### config.mk
export PLATFORM = sky130hd
export DESIGN_NAME = acc_cpu_top
export DESIGN_NICKNAME = d
export VERILOG_FILES = /design/src/rtl/acc_cpu_pkg.sv /design/src/rtl/acc_cpu_alu.sv /design/src/rtl/acc_cpu_ctrl.sv /design/src/rtl/acc_cpu_regs.sv /design/src/rtl/acc_cpu_top.sv
export SDC_FILE = /design/constraint.sdc
export NUM_CORES = 1
export LEC_CHECK = 0
export BUFFER_PORTS_ARGS = -buffer_cell sky130_fd_sc_hd__buf_2
export CORE_MARGIN = 10
export CORE_UTILIZATION = 30
export DETAILED_ROUTE_END_ITERATION = 6
export PLACE_DENSITY = 0.51
export SLEW_MARGIN = 5
export SYNTH_ARGS = -nofsm -noshare
export SYNTH_HDL_FRONTEND = slang
export SYNTH_SLANG_ARGS = --single-unit
### constraint.sdc
create_clock -name clk -period 3.3 [get_ports clk]
set_clock_uncertainty 0.1 [all_clocks]
set_input_delay 0.66 -clock clk [delete_from_list [all_inputs] [get_ports clk]]
set_output_delay 0.66 -clock clk [all_outputs]
set_load 0.005 [all_outputs]
### src/rtl/acc_cpu_pkg.sv
package acc_cpu_pkg;
  localparam int OPC_W = 4;

  localparam logic [OPC_W-1:0] OPC_HALT  = 4'b0000;
  localparam logic [OPC_W-1:0] OPC_LOAD  = 4'b0001;
  localparam logic [OPC_W-1:0] OPC_ADD   = 4'b0010;
  localparam logic [OPC_W-1:0] OPC_SUB   = 4'b0011;
  localparam logic [OPC_W-1:0] OPC_AND   = 4'b0100;
  localparam logic [OPC_W-1:0] OPC_STORE = 4'b0101;

  typedef enum logic [3:0] {
    S_FMAR, S_FWAIT, S_FMDR, S_FCIR, S_DEC,
    S_XMAR, S_XWAIT, S_XMDR, S_XEXE, S_XST, S_XWR, S_HALT
  } cpu_state_e;

  typedef enum logic [1:0] {
    ALU_PASS, ALU_ADD, ALU_SUB, ALU_AND
  } alu_fn_e;
endpackage

### src/rtl/acc_cpu_alu.sv
module acc_cpu_alu
  import acc_cpu_pkg::*;
#(
  parameter int W = 8
) (
  input  logic [W-1:0] acc_i,
  input  logic [W-1:0] opd_i,
  input  alu_fn_e      fn_i,
  output logic [W-1:0] res_o
);
  always_comb begin
    case (fn_i)
      ALU_ADD: res_o = acc_i + opd_i;
      ALU_SUB: res_o = acc_i - opd_i;
      ALU_AND: res_o = acc_i & opd_i;
      default: res_o = opd_i;
    endcase
  end
endmodule

### src/rtl/acc_cpu_ctrl.sv
module acc_cpu_ctrl
  import acc_cpu_pkg::*;
(
  input  logic             clk,
  input  logic             rst_n,
  input  logic [OPC_W-1:0] opcode_i,
  output logic             pc_to_mar_o,
  output logic             opd_to_mar_o,
  output logic             pc_inc_o,
  output logic             mem_to_mdr_o,
  output logic             acc_to_mdr_o,
  output logic             mdr_to_cir_o,
  output logic             acc_load_o,
  output alu_fn_e          alu_fn_o,
  output logic             mem_we_o,
  output logic             halt_o
);
  cpu_state_e st_q, st_d;

  always_comb begin
    st_d = st_q;
    case (st_q)
      S_FMAR:  st_d = S_FWAIT;
      S_FWAIT: st_d = S_FMDR;
      S_FMDR:  st_d = S_FCIR;
      S_FCIR:  st_d = S_DEC;
      S_DEC: begin
        case (opcode_i)
          OPC_HALT:                                        st_d = S_HALT;
          OPC_LOAD, OPC_ADD, OPC_SUB, OPC_AND, OPC_STORE:  st_d = S_XMAR;
          default:                                         st_d = S_FMAR;
        endcase
      end
      S_XMAR:  st_d = (opcode_i == OPC_STORE) ? S_XST : S_XWAIT;
      S_XWAIT: st_d = S_XMDR;
      S_XMDR:  st_d = S_XEXE;
      S_XEXE:  st_d = S_FMAR;
      S_XST:   st_d = S_XWR;
      S_XWR:   st_d = S_FMAR;
      S_HALT:  st_d = S_HALT;
      default: st_d = S_FMAR;
    endcase
  end

  always_ff @(posedge clk or negedge rst_n) begin
    if (!rst_n) st_q <= S_FMAR;
    else        st_q <= st_d;
  end

  always_comb begin
    pc_to_mar_o  = (st_q == S_FMAR);
    pc_inc_o     = (st_q == S_FWAIT);
    mem_to_mdr_o = (st_q == S_FMDR) || (st_q == S_XMDR);
    mdr_to_cir_o = (st_q == S_FCIR);
    opd_to_mar_o = (st_q == S_XMAR);
    acc_to_mdr_o = (st_q == S_XST);
    mem_we_o     = (st_q == S_XWR);
    acc_load_o   = (st_q == S_XEXE);
    halt_o       = (st_q == S_HALT);
    case (opcode_i)
      OPC_ADD: alu_fn_o = ALU_ADD;
      OPC_SUB: alu_fn_o = ALU_SUB;
      OPC_AND: alu_fn_o = ALU_AND;
      default: alu_fn_o = ALU_PASS;
    endcase
  end

  // a store write lasts a single cycle
  assert_we_single_R8: assert property (@(posedge clk) disable iff (!rst_n)
    mem_we_o |=> !mem_we_o);
  // halt is sticky and never coincides with a write
  assert_halt_sticky_R10: assert property (@(posedge clk) disable iff (!rst_n)
    halt_o |=> halt_o);
  assert_halt_no_we_R10: assert property (@(posedge clk) disable iff (!rst_n)
    halt_o |-> !mem_we_o);
endmodule

### src/rtl/acc_cpu_regs.sv
module acc_cpu_regs #(
  parameter int DATA_W = 8,
  parameter int ADDR_W = 4
) (
  input  logic              clk,
  input  logic              rst_n,
  input  logic              pc_to_mar_i,
  input  logic              opd_to_mar_i,
  input  logic              pc_inc_i,
  input  logic              mem_to_mdr_i,
  input  logic              acc_to_mdr_i,
  input  logic              mdr_to_cir_i,
  input  logic              acc_load_i,
  input  logic [DATA_W-1:0] mem_rdata_i,
  input  logic [DATA_W-1:0] alu_res_i,
  output logic [ADDR_W-1:0] pc_o,
  output logic [ADDR_W-1:0] mar_o,
  output logic [DATA_W-1:0] mdr_o,
  output logic [DATA_W-1:0] cir_o,
  output logic [DATA_W-1:0] acc_o
);
  logic [ADDR_W-1:0] pc_q, pc_d, mar_q, mar_d;
  logic [DATA_W-1:0] mdr_q, mdr_d, cir_q, cir_d, acc_q, acc_d;

  always_comb begin
    pc_d  = pc_inc_i ? pc_q + 1'b1 : pc_q;
    mar_d = mar_q;
    if (pc_to_mar_i)       mar_d = pc_q;
    else if (opd_to_mar_i) mar_d = cir_q[ADDR_W-1:0];
    mdr_d = mdr_q;
    if (mem_to_mdr_i)      mdr_d = mem_rdata_i;
    else if (acc_to_mdr_i) mdr_d = acc_q;
    cir_d = mdr_to_cir_i ? mdr_q : cir_q;
    acc_d = acc_load_i ? alu_res_i : acc_q;
  end

  always_ff @(posedge clk or negedge rst_n) begin
    if (!rst_n) begin
      pc_q  <= '0;
      mar_q <= '0;
      mdr_q <= '0;
      cir_q <= '0;
      acc_q <= '0;
    end else begin
      pc_q  <= pc_d;
      mar_q <= mar_d;
      mdr_q <= mdr_d;
      cir_q <= cir_d;
      acc_q <= acc_d;
    end
  end

  assign pc_o  = pc_q;
  assign mar_o = mar_q;
  assign mdr_o = mdr_q;
  assign cir_o = cir_q;
  assign acc_o = acc_q;

  // the program counter only ever steps by one
  assert_pc_step_R3: assert property (@(posedge clk) disable iff (!rst_n)
    !$stable(pc_q) |-> pc_q == $past(pc_q) + 1'b1);
  // the instruction register is fed from the data register
  assert_cir_from_mdr_R2: assert property (@(posedge clk) disable iff (!rst_n)
    !$stable(cir_q) |-> cir_q == $past(mdr_q));
endmodule

### src/rtl/acc_cpu_top.sv
module acc_cpu_top
  import acc_cpu_pkg::*;
#(
  parameter int DATA_W = 8,
  localparam int ADDR_W = DATA_W - OPC_W
) (
  input  logic              clk,
  input  logic              rst_n,
  output logic [ADDR_W-1:0] mem_addr,
  output logic [DATA_W-1:0] mem_wdata,
  output logic              mem_we,
  input  logic [DATA_W-1:0] mem_rdata,
  output logic              halt,
  output logic [ADDR_W-1:0] dbg_pc,
  output logic [ADDR_W-1:0] dbg_mar,
  output logic [DATA_W-1:0] dbg_mdr,
  output logic [DATA_W-1:0] dbg_cir,
  output logic [DATA_W-1:0] dbg_acc
);
  logic [1:0] rst_sync_q;
  logic       core_rst_n;

  always_ff @(posedge clk or negedge rst_n) begin
    if (!rst_n) rst_sync_q <= '0;
    else        rst_sync_q <= {rst_sync_q[0], 1'b1};
  end
  assign core_rst_n = rst_sync_q[1];

  logic    pc_to_mar, opd_to_mar, pc_inc, mem_to_mdr, acc_to_mdr, mdr_to_cir, acc_load;
  alu_fn_e alu_fn;
  logic [DATA_W-1:0] alu_res;

  acc_cpu_ctrl u_ctrl (
    .clk         (clk),
    .rst_n       (core_rst_n),
    .opcode_i    (dbg_cir[DATA_W-1 -: OPC_W]),
    .pc_to_mar_o (pc_to_mar),
    .opd_to_mar_o(opd_to_mar),
    .pc_inc_o    (pc_inc),
    .mem_to_mdr_o(mem_to_mdr),
    .acc_to_mdr_o(acc_to_mdr),
    .mdr_to_cir_o(mdr_to_cir),
    .acc_load_o  (acc_load),
    .alu_fn_o    (alu_fn),
    .mem_we_o    (mem_we),
    .halt_o      (halt)
  );

  acc_cpu_regs #(.DATA_W(DATA_W), .ADDR_W(ADDR_W)) u_regs (
    .clk         (clk),
    .rst_n       (core_rst_n),
    .pc_to_mar_i (pc_to_mar),
    .opd_to_mar_i(opd_to_mar),
    .pc_inc_i    (pc_inc),
    .mem_to_mdr_i(mem_to_mdr),
    .acc_to_mdr_i(acc_to_mdr),
    .mdr_to_cir_i(mdr_to_cir),
    .acc_load_i  (acc_load),
    .mem_rdata_i (mem_rdata),
    .alu_res_i   (alu_res),
    .pc_o        (dbg_pc),
    .mar_o       (dbg_mar),
    .mdr_o       (dbg_mdr),
    .cir_o       (dbg_cir),
    .acc_o       (dbg_acc)
  );

  acc_cpu_alu #(.W(DATA_W)) u_alu (
    .acc_i(dbg_acc),
    .opd_i(dbg_mdr),
    .fn_i (alu_fn),
    .res_o(alu_res)
  );

  assign mem_addr  = dbg_mar;
  assign mem_wdata = dbg_mdr;

  // accumulator and address freeze once halted
  assert_acc_frozen_R10: assert property (@(posedge clk) disable iff (!core_rst_n)
    halt |=> $stable(dbg_acc) && $stable(mem_addr));
  // a store leaves the accumulator unchanged
  assert_store_keeps_acc_R8: assert property (@(posedge clk) disable iff (!core_rst_n)
    mem_we |-> $stable(dbg_acc));
endmodule

==> qor.yml, run 1 <==
status:
  status: "finished, final reports clean"
critical_path:
  worst_r2r_startpoint: "u_regs.cir_o[4]"
  crit_path_start_kind: "flop"
  timing.critical_path.fanout_max: 10
  criticalPathCategory: "flop to flop"
  worst_setup_path_end_kind: "flop"
  worstReg2RegEnd: "u_regs.acc_o[7]"
  r2r_cells: 14
  worst-r2r-setup-slack_ns: 0.34
  worst-endpoint-arrival_ns: 3.06
  cp.required_ns: 3.41
placed_design:
  place.gp.congestion: 0.808
  postPlaceCellArea_mm2: 0.00276
  place.detailed.hpwl_mm: 4.92
  place_ws_ns: 0.325
  port_buffers: 55
drt:
  drc: 0
  routed_wirelength_mm: 6.60
  drt_pass1_iterations: 4
  drtIter0Drc: 118
  via_count: 2038
  via_per_inst: 4.92
  detail-route-antenna-nets: 0
  avgRoutedWirePerCell_um: 15.9
synthesis:
  synth_common_cells: "38 x dfrtp_1, 29 x nand2_1, 21 x a21oi_1, 21 x nor2_1, 14 x o21ai_0"
  mappedNetlistNets: 292
  post_synth.cell_area_avg_um2: 9.30
  ys_async_sr_fraction: 1.00
  ys_seq_elements: 38
  post_synth_main_area_contributors: "dfrtp_1 38%, ha_1 6.5%, mux2i_1 4.8%, mux2_2 4.5%, nand2_1 4.4%"
  ys_dominant_reg_cell: "dfrtp_1"
  netlist_area_mm2: 0.00249
  synth_warnings: 0
  synth_top_area_cell: "dfrtp_1"
  synthDistinctLibCells: 42
  synth-edff-count: 0
  leading_cell_type_by_number_of_instances_after_synthesis: "dfrtp_1"
  share_of_the_yosys_chip_area_belonging_to_registers: 0.382
  synth.top_cell.area_share: 0.382
  synth_cells: 268
pwr:
  p_int_uw: 1930
  power.density_cell_area_mw_per_mm2: 1220
  ir_worst_vdd_uv: 335
  power_switching_share: 0.451
  total_switching_power_uw: 1590
  pwr-share-seq: 0.308
  power.combinational.fraction: 0.554
  clock_power_frac: 0.138
  leakage_uw: 0.00133
clocking:
  clock_path_buffers: 2
  cts-hold-fix-buffers: 0
  tritoncts: "built"
  clock-sinks: 38
  cts_inserted_buffers: 5
  ctsHtreeMaxLevel: 2
  path_clk_slew_ns: 0.09
  clock_tree.root_cell: "clkbuf_8"
  postCtsResizedCells: 0
  cts.repair_timing.setup_buffer_count: 0
  clock_latency_ns: 0.30
final_layout:
  multi_input_area_mm2: 0.00135
  layout-area-overhead-vs-synth_pct: 16.2
  fillCellCount: 823
  final_cell_area_mm2: 0.00290
  nets: 332
  area.sequential_um2: 951
  final_layout_size_suffix_gt1_frac: 0.269
  antenna_cells_inserted: 0
timing:
  final_hold_viol_count: 0
  fin_setup_tns_ns: 0
  setup_viol: 0
  postLayoutSetupSlackWorst_ns: 0.344
  slew_violations: 0
  slew_headroom: 0.355
  finalWorstPathRequiredPeriod_ns: 2.96
  timing.final.crit_share: 0.896
  timing.hold.ws_ns: 0.0290
  rsz0062_at_grt: "no"
  timing.fmax_mhz: 338
  worst_slew_pin_slew_ns: 0.967
die:
  starting_density: 0.306
  die_h_um: 111
  die-area_mm2: 0.0123
  placement_rows: 33
  design.core.area_mm2: 0.00813
  io_pins: 56
  die_w_um: 111
global_routing:
  global_route.usage.total: 0.107
  gr-total-overflow: 0
  global_route_wire_length_before_repair_mm: 11.0
  antenna_found_initial: 0
  grt_start_max_net_pins: 23
  via_count_of_the_first_global_routing_pass: 2022
run:
  max_cap_viol_count: 0
hold_path:
  worstHoldPathType: "primary input to asynchronous set/reset pin"
==> power by group through the flow <==
stage	combinational, uW	sequential [uW]	clock, uW
after floorplan	1610	935	0
after detailed placement	1970	1100	0
after global routing	2240	1150	517
after global placement	1960	1090	0
after CTS	1990	1090	499
final	1950	1080	487
==> layer usage <==
layer,share of wire,wire length (um),track usage,up-vias
li1,-,-,-,990
met1,0.48,3200,0.140,986
met2,0.45,2980,0.165,53
met3,0.049,321,0.0287,9
met4,0.014,95,0.0351,0
met5,0,0,0,-
==> worst max path at each step <==
| stage | start | to | slack, ns | cells past startpoint |
|---|---|---|---|---|
| 6_report | u_regs.cir_o[4] | u_regs.acc_o[7] | 0.34 | 14 |
| 5_1_grt | u_regs.cir_o[4] | u_regs.acc_o[7] | 0.03 | 14 |
| 4_1_cts | u_regs.cir_o[4] | u_regs.acc_o[7] | 0.29 | 14 |
| 3_5_place_dp | u_regs.cir_o[5] | u_regs.acc_o[6] | 0.32 | 13 |
| 3_3_place_gp | u_regs.cir_o[4] | u_regs.acc_o[6] | 0.40 | 13 |
| 2_1_floorplan | u_regs.cir_o[6] | u_regs.acc_o[6] | 0.48 | 13 |
==> registers in the layout, indices dropped and copies added (netlist names) <==
| register | cells |
|---|---|
| u_ctrl.st_q | 4 |
| u_regs.pc_o | 4 |
| u_regs.mar_o | 4 |
| u_regs.mdr_o | 8 |
| rst_sync_q | 2 |
| u_regs.cir_o | 8 |
| u_regs.acc_o | 8 |
==> cell usage in the layout (no fill, tap or decap), types with 2 or more instances in the layout <==
cell type and n:
mux2_2 10, nor2_1 21, inv_1 11, mux2i_1 12
nor3_1 6, xnor2_1 11, o22ai_1 2, xor2_1 6
a31oi_1 5, o21ai_0 14, nand3_1 3, buf_2 55
nor3b_1 5, ha_1 12, nor2_2 2, nor3_4 2
a21oi_1 21, nor2b_1 5, dfrtp_1 38, or3_1 2
a22oi_1 4, clkbuf_8 5, bufinv_16 2, nand2b_1 7
nand2_1 29
==> critical path, stage by stage, from the launching register on <==
cell      delay (ns)
dfrtp_1         0.48
nor2_1          0.12
nand2_1         0.06
o21ai_0         0.07
nor2b_1         0.25
ha_2            0.30
mux2_2          0.38
inv_1           0.07
ha_1            0.22
nand3b_1        0.08
nand2_1         0.08
a31oi_1         0.24
o21ai_0         0.15
xnor2_1         0.14
o21ai_0         0.13
==> cell families (layout without fill, tap and decap cells) <==
kind of cell / count (synthesis) / in the layout / synth area share
and+or+nand+nor: 89 / 89 / 0.186
AOI/OAI and AO/OA: 53 / 53 / 0.128
DFF: 38 / 38 / 0.382
buffers and inverters: 34 / 75 / 0.0768
muxes: 22 / 22 / 0.0934
xor gates and xnor gates: 17 / 17 / 0.0598
adders and majority gates: 14 / 14 / 0.0733
other: 1 / 1 / 0.00151
==> per-stage QoR <==
stage          power (uW)  std cells   util
2_1_floorplan        2550        268      -
3_5_place_dp         3070        406  0.339
4_1_cts              3580        414  0.356
5_1_grt              3910        414  0.356
3_3_place_gp         3050        406  0.339
6_report             3520        414  0.356
==> cell type report <==
| cell class | count | share of cell area |
|---|---|---|
| Clock inverter | 3 | 0.0238 |
| Multi-Input combinational cell | 196 | 0.467 |
| Sequential cell | 38 | 0.328 |
| Clock buffer | 5 | 0.0238 |
| Timing Repair Buffer | 56 | 0.0977 |
| Inverter | 11 | 0.0143 |
| Tap cell | 105 | 0.0454 |
(Power assumes the default switching activity.)
==> run 2, diff against run 1 <==
--- a/config.mk
+++ b/config.mk
@@ -6,9 +6,10 @@
 export NUM_CORES = 1
 export LEC_CHECK = 0
 export BUFFER_PORTS_ARGS = -buffer_cell sky130_fd_sc_hd__buf_2
-export CORE_MARGIN = 10
+export CORE_MARGIN = 1
 export CORE_UTILIZATION = 30
 export DETAILED_ROUTE_END_ITERATION = 6
+export GPL_TIMING_DRIVEN = 0
 export PLACE_DENSITY = 0.51
 export SLEW_MARGIN = 5
 export SYNTH_ARGS = -nofsm -noshare
==> qor.yml, run 2 (synthesis gave the netlist of run 1 again) <==
status:
  status: "finished, final reports clean"
pwr:
  ir_worst_vdd_uv: 392  # +17%
  power.total_uw: 3560  # +1.1%
  leakage_uw: 0.00140  # +5.4%
  power.density_cell_area_mw_per_mm2: 1170  # -3.4%
clocking:
  clock_latency_ns: 0.29  # about the same
  clock-sinks: 38  # unchanged
  clock_path_buffers: 2  # unchanged
  tritoncts: "built"
  ctsHtreeMaxLevel: 2  # unchanged
  cts_inserted_buffers: 5  # unchanged
  clock_tree.root_cell: "clkbuf_8"
  path_clk_slew_ns: 0.08  # about the same
drt:
  avgRoutedWirePerCell_um: 13.9  # -13%
  via_per_inst: 4.81  # -2.3%
  drt_pass1_iterations: 4  # unchanged
  drc: 0  # unchanged
  via_count: 2078  # +2.0%
  routed_wirelength_mm: 6.00  # -9.1%
  drtIter0Drc: 102  # -14%
  detail-route-antenna-nets: 0  # unchanged
placed_design:
  postPlaceCellArea_mm2: 0.00292  # +5.8%
  place.detailed.hpwl_mm: 4.52  # -8.2%
  port_buffers: 55  # unchanged
  placed_cells_incl_taps: 426  # +4.9%
  place.gp.congestion: 0.796  # -1.5%
  place_ws_ns: -0.0157  # -0.341 ns
critical_path:
  worst-endpoint-arrival_ns: 3.12  # +0.06 ns
  timing.critical_path.fanout_max: 7  # -3
  worstReg2RegEnd: "u_regs.acc_o[6]"
  worst_r2r_startpoint: "u_regs.cir_o[5]"
  criticalPathCategory: "flop to flop"
  worst_path_most_repeated_cell: "o21ai_0"
  worst_path_largest_cell_delay_ns: 0.44  # -0.04 ns
  cp.required_ns: 3.38  # -0.03 ns
  crit_path_start_kind: "flop"
  worst_setup_path_end_kind: "flop"
  critical_path.cell_chain: "clkbuf_1 > nand2_1 > o21ai_0 > nor2b_2 > ha_4 > mux2_2 > fa_1 > nor2b_1 > o21ai_0 > nand2b_1 > a21oi_1 > mux2i_1 > nand3_1"
  timing.critical_path.slowest_stage_cell: "fa_1"
  worst-r2r-setup-slack_ns: 0.26  # -0.08 ns
  r2r_cells: 13  # -1
final_layout:
  utilization: 0.384  # +0.0281
  final_cell_count_no_fill: 432  # +4.3%
  layout-area-overhead-vs-synth_pct: 21.6
  nets: 353  # +6.3%
  final_cell_area_mm2: 0.00303  # +4.6%
  layout.cells.most_common_list: "58 x buf_2, 37 x dfrtp_1, 29 x nand2_1, 21 x nor2_1, 21 x a21oi_1"
  final_layout_size_suffix_gt1_frac: 0.315  # +0.0465
  antenna_cells_inserted: 0  # unchanged
  fillCellCount: 811  # -1.5%
  leading_cell_type_in_the_layout_fill_and_taps_excluded: "buf_2"
timing:
  slew_violations: 0  # unchanged
  postLayoutSetupSlackWorst_ns: 0.263  # -0.0807 ns
  slew_headroom: 0.651  # +0.296
  timing.fmax_mhz: 329  # -2.7%
  finalWorstPathRequiredPeriod_ns: 3.04  # +0.0807 ns
  rsz0062_at_grt: "no"
  final_hold_viol_count: 0  # unchanged
  timing.final.crit_share: 0.920  # +0.0245
  worst_slew_pin_slew_ns: 0.523  # -0.444 ns
  setup_viol: 0  # unchanged
global_routing:
  antenna_found_initial: 0  # unchanged
  via_count_of_the_first_global_routing_pass: 1944  # -3.9%
  busiest_layer: "met2"
  met2_routing_resource_usage_after_global_routing: 0.237  # +0.0710
  grt_start_max_net_pins: 24  # +4.3%
  global_route_wire_length_before_repair_mm: 9.68  # -12%
  gr-usage-met1: 0.199  # +0.0594
  grtUsageMet3: 0.0220  # -0.00673
  gr-total-overflow: 0  # unchanged
  global_route.usage.total: 0.145  # +0.0384
die:
  die_w_um: 93.1  # -16%
  die-area_mm2: 0.00867  # -30%
  io_pins: 56  # unchanged
  design.core.area_mm2: 0.00789  # -3.0%
  starting_density: 0.316  # +0.00957
  placement_rows: 32  # -3.0%
  die_h_um: 93.1  # -16%
hold_path:
  worstHoldPathType: "primary input to asynchronous set/reset pin"
run:
  max_cap_viol_count: 0  # unchanged
run 2: cell types whose count changed in the layout (fill, tap and decap cells not counted), moves of 2 or more:
cell / before / now
buf_6: 0 / 2
buf_4: 1 / 12
clkbuf_1: 0 / 4
bufinv_16: 2 / 0
buf_2: 55 / 58
run 2: repair_timing:
action,CTS,global route
resized for setup,0,5
setup endpoints to repair,1,4
setup buffers,0,0
hold buffers,0,0
run 2: power by group:
group	internal [uW]	switching, uW	total, uW	leakage [uW]
Sequential	687	328	1020	0.000456
Clock	168	176	345	0.0000472
Combinational	1080	1120	2200	0.000897
Total	1930	1620	3560	0.00140
run 2: metal layers:
layer  wire (um)  vias to the layer above
li1            -                     1027
met5           0                        -
met4          66                        0
met1        2890                      979
met2        2750                       67
met3         294                        5
run 2: final cells by class:
class,instances,area [um^2],area share
multi-input combinational,196,1380,0.454
sequential,38,952,0.314
timing repair buffer,56,295,0.0975
buffer,21,143,0.0471
tap,102,128,0.0421
clock buffer,6,82.6,0.0273
inverter,11,41.3,0.0136
clock inverter,2,12.5,0.00413
run 2: worst max-delay path, delay by kind of cell, from the launching register on:
family	cells	cell delay (ns)
AOI/OAI and AO/OA	3	0.32
and+or+nand+nor	5	0.68
muxes	2	0.54
adders and majority gates	2	0.65
DFF	1	0.35
buffers and inverters	1	0.28
run 2: worst max-delay path by stage:
stage / start / to / slack [ns] / cells after the start
2_1_floorplan: u_regs.cir_o[6] / u_regs.acc_o[6] / 0.48 / 13
3_3_place_gp: u_regs.cir_o[6] / u_regs.acc_o[6] / 0.06 / 14
3_5_place_dp: u_regs.cir_o[6] / u_regs.acc_o[7] / -0.02 / 14
4_1_cts: u_regs.cir_o[4] / u_regs.acc_o[7] / 0.02 / 14
5_1_grt: u_regs.cir_o[5] / u_regs.acc_o[7] / 0.008 / 15
6_report: u_regs.cir_o[5] / u_regs.acc_o[6] / 0.26 / 13
run 2: stage by stage:
step	hold slack, ns	setup TNS, ns
6_report	0.0406	0
5_1_grt	0.0220	0
4_1_cts	0.0326	0
3_5_place_dp	0.0888	-0.0157
3_3_place_gp	0.235	0
2_1_floorplan	0.231	0
==> run 3, diff against run 2 <==
==> constraint.sdc (replaced) <==
create_clock -name clk -period 3.4 [get_ports clk]
set_clock_uncertainty 0.1 [all_clocks]
set_input_delay 0.68 -clock clk [delete_from_list [all_inputs] [get_ports clk]]
set_output_delay 0.68 -clock clk [all_outputs]
set_load 0.005 [all_outputs]
==> qor.yml, run 3 (synthesis gave the netlist of run 1 again) <==
status:
  status: "finished, final reports clean"
critical_path:
  criticalPathCategory: "flop to flop"
  critical_path.cell_chain: "clkbuf_1 > nand2_1 > o21ai_0 > nor2b_2 > ha_2 > mux2_2 > fa_1 > nor2b_1 > o21ai_0 > nand2b_1 > a21oi_1 > mux2i_1 > nand3_1"
  worstReg2RegEnd: "u_regs.acc_o[6]"
  cp.required_ns: 3.48  # +0.10 ns
  timing.critical_path.slowest_stage_cell: "fa_1"
  crit_family: "adder cells"
  worst_path_largest_cell_delay_ns: 0.44  # about the same
  crit_path_start_kind: "flop"
  timing.critical_path.fanout_max: 7  # unchanged
  worst_path_most_repeated_cell: "o21ai_0"
  worst_r2r_startpoint: "u_regs.cir_o[5]"
  r2r_cells: 13  # unchanged
  worst_setup_path_end_kind: "flop"
  worst-r2r-setup-slack_ns: 0.32  # +0.06 ns
  worst-endpoint-arrival_ns: 3.16  # +0.04 ns
  cp_num_buf_inv: 1  # unchanged
final_layout:
  layout.cells.most_common_list: "58 x buf_2, 37 x dfrtp_1, 29 x nand2_1, 21 x nor2_1, 21 x a21oi_1"
  fillCellCount: 813  # +0.25%
  nets: 353  # unchanged
  final_cell_count_no_fill: 432  # unchanged
  leading_cell_type_in_the_layout_fill_and_taps_excluded: "buf_2"
  antenna_cells_inserted: 0  # unchanged
  final_layout_size_suffix_gt1_frac: 0.315  # unchanged
  layout-area-overhead-vs-synth_pct: 21.2
placed_design:
  place.detailed.hpwl_mm: 4.52  # unchanged
  place.gp.congestion: 0.796  # unchanged
  place_ws_ns: 0.0843  # +0.100 ns
  placed_cells_incl_taps: 426  # unchanged
  port_buffers: 55  # unchanged
clocking:
  cts-hold-fix-buffers: 0  # unchanged
  cts_inserted_buffers: 5  # unchanged
  clock-sinks: 38  # unchanged
  clock_tree.root_cell: "clkbuf_8"
  clock_path_buffers: 2  # unchanged
  clock_latency_ns: 0.29  # about the same
  cts.repair_timing.setup_buffer_count: 0  # unchanged
  path_clk_slew_ns: 0.08  # about the same
  ctsHtreeMaxLevel: 2  # unchanged
  tritoncts: "built"
drt:
  drt_pass1_iterations: 4  # unchanged
  via_count: 2085  # +0.34%
  drc: 0  # unchanged
  drtIter0Drc: 112  # +9.8%
  via_per_inst: 4.83  # +0.34%
  detail-route-antenna-nets: 0  # unchanged
  avgRoutedWirePerCell_um: 14.0  # +0.43%
  routed_wirelength_mm: 6.03  # +0.43%
timing:
  timing.hold.ws_ns: 0.0606  # +0.0200 ns
  timing.fmax_mhz: 325  # -1.4%
  timing.final.crit_share: 0.906  # -0.0145
  slew_headroom: 0.650  # -0.00117
  slew_violations: 0  # unchanged
  finalWorstPathRequiredPeriod_ns: 3.08  # +0.0428 ns
  worst_slew_pin_slew_ns: 0.525  # +0.00175 ns
  setup_viol: 0  # unchanged
  final_hold_viol_count: 0  # unchanged
  postLayoutSetupSlackWorst_ns: 0.320  # +0.0572 ns
  rsz0062_at_grt: "no"
  fin_setup_tns_ns: 0  # unchanged
die:
  die_h_um: 93.1  # unchanged
  design.core.area_mm2: 0.00789  # unchanged
  io_pins: 56  # unchanged
  placement_rows: 32  # unchanged
  die-area_mm2: 0.00867  # unchanged
  die_w_um: 93.1  # unchanged
  starting_density: 0.316  # unchanged
global_routing:
  gr-total-overflow: 0  # unchanged
  global_route_wire_length_before_repair_mm: 9.71  # +0.29%
  grt_start_max_net_pins: 24  # unchanged
  via_count_of_the_first_global_routing_pass: 1949  # +0.26%
  global_route.usage.total: 0.146  # +0.000348
  antenna_found_initial: 0  # unchanged
run:
  max_cap_viol_count: 0  # unchanged
pwr:
  power.density_cell_area_mw_per_mm2: 1140  # -2.8%
  ir_worst_vdd_uv: 382  # -2.5%
  power.total_uw: 3450  # -3.1%
  leakage_uw: 0.00140  # -0.14%
hold_path:
  worstHoldPathType: "primary input to asynchronous set/reset pin"
==> run 3: cell counts in the layout (fill, tap and decap cells not counted) <==
Identical to the previous run, type by type.
==> run 3: routing by layer <==
layer / GRT usage / routed length [um]
met4: 0.0423 / 66
met5: 0 / 0
met3: 0.0220 / 305
met1: 0.200 / 2910
met2: 0.237 / 2750
==> run 3: per-stage QoR <==
stage          instance area (um^2)  utilization
2_1_floorplan                  2490            -
3_3_place_gp                   2890        0.367
3_5_place_dp                   2920        0.370
4_1_cts                        3010        0.382
5_1_grt                        3020        0.383
6_report                       3020        0.383
==> run 3: what timing repair did <==
action,in CTS,in global routing
hold endpoints to repair,0,0
endpoints found under the setup margin,0,3
gates resized for setup,0,4
==> run 3: worst max path at each step <==
stage,cells past startpoint,end,from,slack [ns]
final,13,u_regs.acc_o[6],u_regs.cir_o[5],0.32
after global routing,15,u_regs.acc_o[7],u_regs.cir_o[5],0.05
after CTS,14,u_regs.acc_o[7],u_regs.cir_o[6],0.05
after detailed placement,14,u_regs.acc_o[7],u_regs.cir_o[6],0.08
after global placement,14,u_regs.acc_o[6],u_regs.cir_o[6],0.16
after floorplan,13,u_regs.acc_o[6],u_regs.cir_o[6],0.58
==> run 3: worst reg2reg max path, delay by kind of cell, from the launching register on <==
kind                       cells  cell delay (ns)
AOI/OAI and AO/OA              3             0.32
adders and majority gates      2             0.73
buffers and inverters          1             0.28
DFF                            1             0.35
muxes                          2             0.56
and+or+nand+nor                5             0.63
==> run 3: power breakdown <==
group	internal [uW]	switching [uW]	total [uW]
logic	1040	1090	2130
clock network	163	170	334
registers	667	319	986
total	1870	1580	3450
==> run 3: cell type report <==
cell class / count / area [um^2] / share of cell area
multi-input combinational: 196 / 1370 / 0.452
buffer: 21 / 143 / 0.0472
clock inverter: 2 / 12.5 / 0.00414
sequential: 38 / 952 / 0.315
tap: 102 / 128 / 0.0423
clock buffer: 6 / 82.6 / 0.0274
inverter: 11 / 41.3 / 0.0137
timing repair buffer: 56 / 295 / 0.0978
